## config.mk

```make
export PLATFORM = sky130hd
export DESIGN_NAME = vec_irq_ctrl
export DESIGN_NICKNAME = d
export VERILOG_FILES = /design/src/rtl/irq_pkg.sv /design/src/rtl/irq_req_decode.sv /design/src/rtl/irq_pick.sv /design/src/rtl/irq_lvl_stack.sv /design/src/rtl/vec_irq_ctrl.sv
export SDC_FILE = /design/constraint.sdc
export NUM_CORES = 1
export LEC_CHECK = 0
export ABC_AREA = 0
export ABC_CLOCK_PERIOD_IN_PS = 6500
export BUFFER_PORTS_ARGS = -buffer_cell sky130_fd_sc_hd__buf_2
export CAP_MARGIN = 0
export CORE_UTILIZATION = 49
export DETAILED_ROUTE_END_ITERATION = 10
export PLACE_DENSITY = 0.86
export SYNTH_ARGS = -nofsm -noshare
export SYNTH_HDL_FRONTEND = slang
export SYNTH_SLANG_ARGS = --single-unit
```

## constraint.sdc

```tcl
create_clock -name clk -period 6.5 [get_ports clk]
set_input_delay 0 -clock clk [delete_from_list [all_inputs] [get_ports clk]]
set_output_delay 0 -clock clk [all_outputs]
set_load 0.03 [all_outputs]
```

## src/rtl/irq_pkg.sv

```systemverilog
package irq_pkg;
    localparam int NSRC  = 4;
    localparam int SRC_W = $clog2(NSRC);
    localparam int GATE_BIT = 7;

    localparam int SRC_TA  = 0;
    localparam int SRC_TB  = 1;
    localparam int SRC_SER = 2;
    localparam int SRC_TC  = 3;

    typedef enum logic [1:0] {
        LVL_NONE = 2'd0,
        LVL_LOW  = 2'd1,
        LVL_HIGH = 2'd2
    } lvl_t;

    typedef enum logic [1:0] {
        ST_IDLE    = 2'd0,
        ST_PUSH_LO = 2'd1,
        ST_PUSH_HI = 2'd2,
        ST_DONE    = 2'd3
    } st_t;

    // Position of a source's enable / priority bit.
    function automatic int src_bit(input int idx);
        case (idx)
            0:       return 1;
            1:       return 3;
            2:       return 4;
            default: return 5;
        endcase
    endfunction

    // Entry address of a source.
    function automatic logic [7:0] vec_of(input logic [SRC_W-1:0] idx);
        case (idx)
            2'd0:    return 8'h0B;
            2'd1:    return 8'h1B;
            2'd2:    return 8'h23;
            default: return 8'h2B;
        endcase
    endfunction
endpackage

```

## src/rtl/irq_req_decode.sv

```systemverilog
module irq_req_decode
    import irq_pkg::*;
(
    input  logic [7:0]      en_reg,
    input  logic [7:0]      pri_reg,
    input  logic [7:0]      tmr_ctl,
    input  logic [7:0]      ser_ctl,
    input  logic [7:0]      t2_ctl,
    output logic            gate,
    output logic [NSRC-1:0] req,
    output logic [NSRC-1:0] ena,
    output logic [NSRC-1:0] hi
);
    assign gate         = en_reg[GATE_BIT];
    assign req[SRC_TA]  = tmr_ctl[5];
    assign req[SRC_TB]  = tmr_ctl[7];
    assign req[SRC_SER] = ser_ctl[0] | ser_ctl[1];
    assign req[SRC_TC]  = t2_ctl[7];

    genvar g;
    generate
        for (g = 0; g < NSRC; g++) begin : g_src
            localparam int B = src_bit(g);
            assign ena[g] = en_reg[B];
            assign hi[g]  = pri_reg[B];
        end
    endgenerate
endmodule

```

## src/rtl/irq_pick.sv

```systemverilog
module irq_pick
    import irq_pkg::*;
(
    input  logic             gate,
    input  logic [NSRC-1:0]  req,
    input  logic [NSRC-1:0]  ena,
    input  logic [NSRC-1:0]  hi,
    input  lvl_t             cur,
    output logic             hit,
    output logic [SRC_W-1:0] sel,
    output lvl_t             lvl
);
    logic [NSRC-1:0] cand_hi;
    logic [NSRC-1:0] cand_lo;
    logic            ok_hi;
    logic            ok_lo;

    assign cand_hi = {NSRC{gate}} & ena & req & hi;
    assign cand_lo = {NSRC{gate}} & ena & req & ~hi;
    assign ok_hi   = (cur == LVL_NONE) || (cur == LVL_LOW);
    assign ok_lo   = (cur == LVL_NONE);

    function automatic logic [SRC_W-1:0] first_of(input logic [NSRC-1:0] v);
        logic [SRC_W-1:0] r;
        r = '0;
        for (int i = NSRC - 1; i >= 0; i--) begin
            if (v[i]) r = SRC_W'(i);
        end
        return r;
    endfunction

    always_comb begin
        hit = 1'b0;
        sel = '0;
        lvl = LVL_NONE;
        if (ok_hi && (|cand_hi)) begin
            hit = 1'b1;
            lvl = LVL_HIGH;
            sel = first_of(cand_hi);
        end else if (ok_lo && (|cand_lo)) begin
            hit = 1'b1;
            lvl = LVL_LOW;
            sel = first_of(cand_lo);
        end
    end

    // a grant must outrank the level in service
    always_comb begin
        if (hit) begin
            assert_strict_above_R5: assert (lvl > cur);
        end
    end
endmodule

```

## src/rtl/irq_lvl_stack.sv

```systemverilog
module irq_lvl_stack
    import irq_pkg::*;
(
    input  logic clk,
    input  logic rst_n,
    input  logic push,
    input  lvl_t push_lvl,
    input  logic pop,
    output lvl_t cur,
    output lvl_t prev
);
    always_ff @(posedge clk) begin
        if (!rst_n) begin
            cur  <= LVL_NONE;
            prev <= LVL_NONE;
        end else if (push) begin
            prev <= cur;
            cur  <= push_lvl;
        end else if (pop) begin
            cur  <= prev;
            prev <= LVL_NONE;
        end
    end

    assert_nest_order_R5: assert property (@(posedge clk) disable iff (!rst_n)
        (cur != LVL_NONE) |-> (cur > prev));

    assert_pop_restore_R9: assert property (@(posedge clk) disable iff (!rst_n)
        (pop && !push) |=> (cur == $past(prev)));
endmodule

```

## src/rtl/vec_irq_ctrl.sv

```systemverilog
module vec_irq_ctrl
    import irq_pkg::*;
#(
    parameter int SP_W   = 8,
    parameter int DATA_W = 8,
    parameter int VEC_W  = 16
) (
    input  logic                clk,
    input  logic                rst_n,
    input  logic                cycle_tick,
    input  logic [7:0]          en_reg,
    input  logic [7:0]          pri_reg,
    input  logic [7:0]          tmr_ctl,
    input  logic [7:0]          ser_ctl,
    input  logic [7:0]          t2_ctl,
    input  logic [SP_W-1:0]     sp_in,
    input  logic [2*DATA_W-1:0] pc_in,
    input  logic                reti_pulse,
    output logic                ram_we,
    output logic [SP_W-1:0]     ram_addr,
    output logic [DATA_W-1:0]   ram_wdata,
    output logic                sp_we,
    output logic [SP_W-1:0]     sp_wdata,
    output logic                clr_tf0,
    output logic                clr_tf1,
    output logic [VEC_W-1:0]    vector_out,
    output logic                vector_valid,
    output logic [1:0]          active_lvl
);
    localparam int PC_W = 2 * DATA_W;

    logic             gate;
    logic [NSRC-1:0]  req;
    logic [NSRC-1:0]  ena;
    logic [NSRC-1:0]  hi;
    logic             hit;
    logic [SRC_W-1:0] sel;
    lvl_t             sel_lvl;
    lvl_t             cur_lvl;
    lvl_t             prev_lvl;

    st_t              st;
    st_t              st_nxt;
    logic             accept;
    logic [SP_W-1:0]  sp_q;
    logic [PC_W-1:0]  pc_q;
    logic [7:0]       vec_q;
    logic [SRC_W-1:0] src_q;
    lvl_t             lvl_q;

    irq_req_decode u_dec (
        .en_reg  (en_reg),
        .pri_reg (pri_reg),
        .tmr_ctl (tmr_ctl),
        .ser_ctl (ser_ctl),
        .t2_ctl  (t2_ctl),
        .gate    (gate),
        .req     (req),
        .ena     (ena),
        .hi      (hi)
    );

    irq_pick u_pick (
        .gate (gate),
        .req  (req),
        .ena  (ena),
        .hi   (hi),
        .cur  (cur_lvl),
        .hit  (hit),
        .sel  (sel),
        .lvl  (sel_lvl)
    );

    irq_lvl_stack u_stk (
        .clk      (clk),
        .rst_n    (rst_n),
        .push     (st == ST_DONE),
        .push_lvl (lvl_q),
        .pop      (reti_pulse && (st == ST_IDLE)),
        .cur      (cur_lvl),
        .prev     (prev_lvl)
    );

    assign accept     = (st == ST_IDLE) && cycle_tick && hit;
    assign active_lvl = cur_lvl;
    assign vector_out = {{(VEC_W-8){1'b0}}, vec_q};

    // State register
    always_ff @(posedge clk) begin
        if (!rst_n) st <= ST_IDLE;
        else        st <= st_nxt;
    end

    // Transitions
    always_comb begin
        st_nxt = st;
        unique case (st)
            ST_IDLE:    if (accept) st_nxt = ST_PUSH_LO;
            ST_PUSH_LO: st_nxt = ST_PUSH_HI;
            ST_PUSH_HI: st_nxt = ST_DONE;
            ST_DONE:    st_nxt = ST_IDLE;
            default:    st_nxt = ST_IDLE;
        endcase
    end

    // Entry context
    always_ff @(posedge clk) begin
        if (!rst_n) begin
            sp_q  <= '0;
            pc_q  <= '0;
            vec_q <= '0;
            src_q <= '0;
            lvl_q <= LVL_NONE;
        end else if (accept) begin
            sp_q  <= sp_in + 1'b1;
            pc_q  <= pc_in;
            vec_q <= vec_of(sel);
            src_q <= sel;
            lvl_q <= sel_lvl;
        end else if (st == ST_PUSH_LO) begin
            sp_q  <= sp_q + 1'b1;
        end
    end

    // Outputs
    always_comb begin
        ram_we       = 1'b0;
        ram_addr     = sp_q;
        ram_wdata    = '0;
        sp_we        = 1'b0;
        sp_wdata     = sp_q;
        vector_valid = 1'b0;
        clr_tf0      = 1'b0;
        clr_tf1      = 1'b0;
        unique case (st)
            ST_IDLE: ;
            ST_PUSH_LO: begin
                ram_we    = 1'b1;
                ram_wdata = pc_q[DATA_W-1:0];
            end
            ST_PUSH_HI: begin
                ram_we    = 1'b1;
                ram_wdata = pc_q[PC_W-1:DATA_W];
            end
            ST_DONE: begin
                sp_we        = 1'b1;
                vector_valid = 1'b1;
                clr_tf0      = (src_q == SRC_W'(SRC_TA));
                clr_tf1      = (src_q == SRC_W'(SRC_TB));
            end
            default: ;
        endcase
    end

    assert_gate_off_R1: assert property (@(posedge clk) disable iff (!rst_n)
        (st == ST_IDLE && !en_reg[GATE_BIT]) |=> (st == ST_IDLE));

    assert_tick_only_R8: assert property (@(posedge clk) disable iff (!rst_n)
        (st == ST_IDLE && !cycle_tick) |=> (st == ST_IDLE));

    assert_push_step_R6: assert property (@(posedge clk) disable iff (!rst_n)
        (st == ST_PUSH_LO) |=> (ram_we && ram_addr == SP_W'($past(ram_addr) + 1'b1)));

    assert_sp_final_R6: assert property (@(posedge clk) disable iff (!rst_n)
        sp_we |-> (sp_wdata == $past(ram_addr)));

    assert_valid_after_R10: assert property (@(posedge clk) disable iff (!rst_n)
        vector_valid |-> ($past(ram_we) && $past(ram_we, 2)));

    assert_valid_pulse_R10: assert property (@(posedge clk) disable iff (!rst_n)
        vector_valid |=> !vector_valid);

    assert_clr_gated_R7: assert property (@(posedge clk) disable iff (!rst_n)
        (clr_tf0 || clr_tf1) |-> (vector_valid && $onehot0({clr_tf0, clr_tf1})));

    assert_vec_legal_R3: assert property (@(posedge clk) disable iff (!rst_n)
        vector_valid |-> (vector_out == 16'h000B || vector_out == 16'h001B ||
                          vector_out == 16'h0023 || vector_out == 16'h002B));
endmodule

```

==> flow_summary.toml <==
[worst_hold_path]
hp-class = "in2reg"
min_from = "sp_in[7]"

[timing]
slew_headroom = 0.580
fin_crit_sh = 0.422
min_period_ns = 2.75
rsz0062_at_grt = "false"
clock_skew_ns = 0.0104
hold_viol = 0
setup_tns_ns = 0
max_freq_mhz = 364
maxSlewViolCount = 0
setup_viol_count_final = 0
worst_slew_pin_slew_ns = 0.630

[synthesis]
synth_ff_type = "dfxtp_1"
ys_types = 45
synthArstFlopShare = 0
synth_edf_count = 0
yosys.area.top_type = "dfxtp_1"
ys.warnings.count = 0
netlist_area_mm2 = 0.00221
yosys-top-cells-area = "dfxtp_1 (34%), nand2_1 (12%), buf_4 (7.8%)"
avgSynthCellArea_um2 = 8.14
ys_ff_latch = 38
netlist_instances = 271
yosysSeqAreaShare = 0.345
synth_top_area_frac = 0.345

[power]
p_sw_uw = 362
p_int_uw = 564
seq_power_share = 0.331
ir_worst_vdd_uv = 230
swShare = 0.391
leakage_nw = 1.30
clock_power_share = 0.265
power.density_mw_per_mm2 = 334
combPwrFrac = 0.404

[die]
die_y_um = 69.1
dieArea_mm2 = 0.00478
die_w_um = 69.1
io_pins = 115
core_area_mm2 = 0.00435
initial_core_util = 0.507
num_rows = 24

[final_layout]
final_cell_mix = "buf_2 (77), nand2_1 (70), dfxtp_1 (38)"
finalNetCount = 421
final_common_cell = "buf_2"
synthToLayoutAreaGrowth_pct = 25.6
drive_gt1_frac = 0.267
layout.cells.non_filler = 400
antenna_cells = 0

[clock_tree]
clockBufferDepth = 2
tritoncts = "done"
cts.clk_slew.worst_paths_ns = 0.08
cts_setup_buffers = 0
insertion_delay_ns = 0.29
cts-root-buf = "clkbuf_8"
numCtsBuffers = 5
cts.sinks = 38
h-tree-depth = 2

[global_route]
grt_busiest_layer = "met2"
grt_pass1_vias = 1939
grt_use_total = 0.208
grt_overflow = 0
grt.met2_usage = 0.384
grt_pass1_wl_mm = 8.21
use_met1 = 0.235
grt_use_met3 = 0.0365
grt_max_degree = 42
antenna_found_initial = 0

[setup_path]
rr_startpoint = "st[1]"
arrival_ns = 2.93
path_max_fanout = 33
critPathLaunchType = "register"
crit_slowest_cell = "nand2_2"
crit_required_ns = 6.68
end_kind = "register"
slowest_delay_ns = 0.47
crit_top_cell = "nand2_1"
critPathKind = "reg2reg"
crit_chain = "inv_1, ha_1, nand3b_1, nor2_1, o31ai_4, nand2_2, nand2_1, nand2_1, ha_1, nand4_1, xor2_1, nand2_1, and3_1"
startpoint = "st[1]"

[place]
portBuffers = 77
gp_routability_congestion = 0.830
hpwl_mm = 3.34
dpl.cell_count = 375

[detailed_routing]
first_pass_iters = 5
wirelength_mm = 5.01
drc_errors = 0
ant_nets = 0
wl_per_cell_um = 12.5
viasPerCell = 5.16
vias = 2064
drt_iter0_markers = 92

[job]
drv_cap = 0

[status]
status = "complete, no violations"
==> synth_stat cells, types with 2 or more instances <==
library cell and n:
a21boi_0 12, a21boi_1 8, a21oi_1 4, a22oi_1 8, and2_1 4, and3_1 9
buf_2 3, buf_4 23, buf_6 2, clkbuf_1 7, dfxtp_1 38, ha_1 6
inv_1 4, mux2i_1 3, nand2_1 70, nand2b_1 2, nand3_1 9, nand4_1 5
nor2_1 2, nor2b_1 8, o211ai_1 2, o21ai_0 7, o31ai_1 2, xnor2_1 3
xor2_1 10
==> metal layers <==
layer,share of wire,up-vias
met4,0.016,0
li1,-,1040
met3,0.035,9
met1,0.43,954
met5,0,-
met2,0.52,61
==> sequential cells by signal, summed over array words and instances (netlist names) <==
name and flops:
lvl_q 2, u_stk.prev 2, ram_addr 8, vec_q 4, u_stk.cur 2, src_q 2
st 2, pc_q 16
==> power groups by stage <==
stage               registers [mW]  clock network, mW  logic (mW)
global route                 0.311              0.259       0.414
CTS                          0.306              0.249       0.376
finish                       0.306              0.246       0.374
global placement             0.310                  0       0.361
floorplan                    0.340                  0       0.275
detailed placement           0.312                  0       0.366
==> cell type report <==
| type | count | area (um2) |
|---|---|---|
| Clock buffer | 6 | 82.6 |
| Clock inverter | 2 | 60.1 |
| Inverter | 4 | 15.0 |
| Multi-Input combinational cell | 204 | 1230 |
| Sequential cell | 38 | 761 |
| Fill cell | 382 | 1580 |
| Timing Repair Buffer | 94 | 556 |
| Tap cell | 52 | 65.1 |
==> timing repair <==
action                                 CTS  global route
hold buffers                            17             0
setup endpoints to repair                0             0
endpoints found under the hold margin   17             0
resized for setup                        0             0
==> final timing paths <==
check / endpoint / slack [ns] / cells after the start
max: ram_addr[6] / 3.75 / 13
min: ram_addr[7] / 0.1 / 4
max reg2reg: ram_addr[6] / 3.75 / 13
min reg2reg: pc_q[10] / 0.45 / 2
==> worst max-delay path: cells and delay by family (launching register included) <==
family          cells  cell delay (ns)
simple gates        8             1.36
compound gates      1             0.12
buf+inv             1             0.11
flops               1             0.35
xor+xnor            1             0.15
fa+ha+maj           2             0.53
==> metrics by stage <==
| stage | total power [mW] | util | instance area [um2] | hold slack, ns | setup slack, ns |
|---|---|---|---|---|---|
| 2_1_floorplan | 0.614 | - | 2240 | 0.0900 | 4.16 |
| 4_1_cts | 0.932 | 0.636 | 2770 | 0.0897 | 3.73 |
| 3_5_place_dp | 0.678 | 0.565 | 2460 | 0.208 | 3.75 |
| 5_1_grt | 0.985 | 0.636 | 2770 | 0.111 | 3.40 |
| 3_3_place_gp | 0.670 | 0.565 | 2460 | 0.210 | 3.82 |
| 6_report | 0.926 | 0.636 | 2770 | 0.0985 | 3.75 |
==> logic make-up after synthesis <==
family / after synthesis / share of synthesized area
adder cells (fa/ha/maj): 6 / 0.0340
other: 1 / 0.00170
multiplexers: 3 / 0.0136
XOR/XNOR: 13 / 0.0516
AND/OR/NAND/NOR: 117 / 0.252
buffers and inverters: 39 / 0.114
AO/OA/AOI/OAI: 54 / 0.188
flip-flops: 38 / 0.345
No activity file was read; power rests on OpenSTA's default activity.
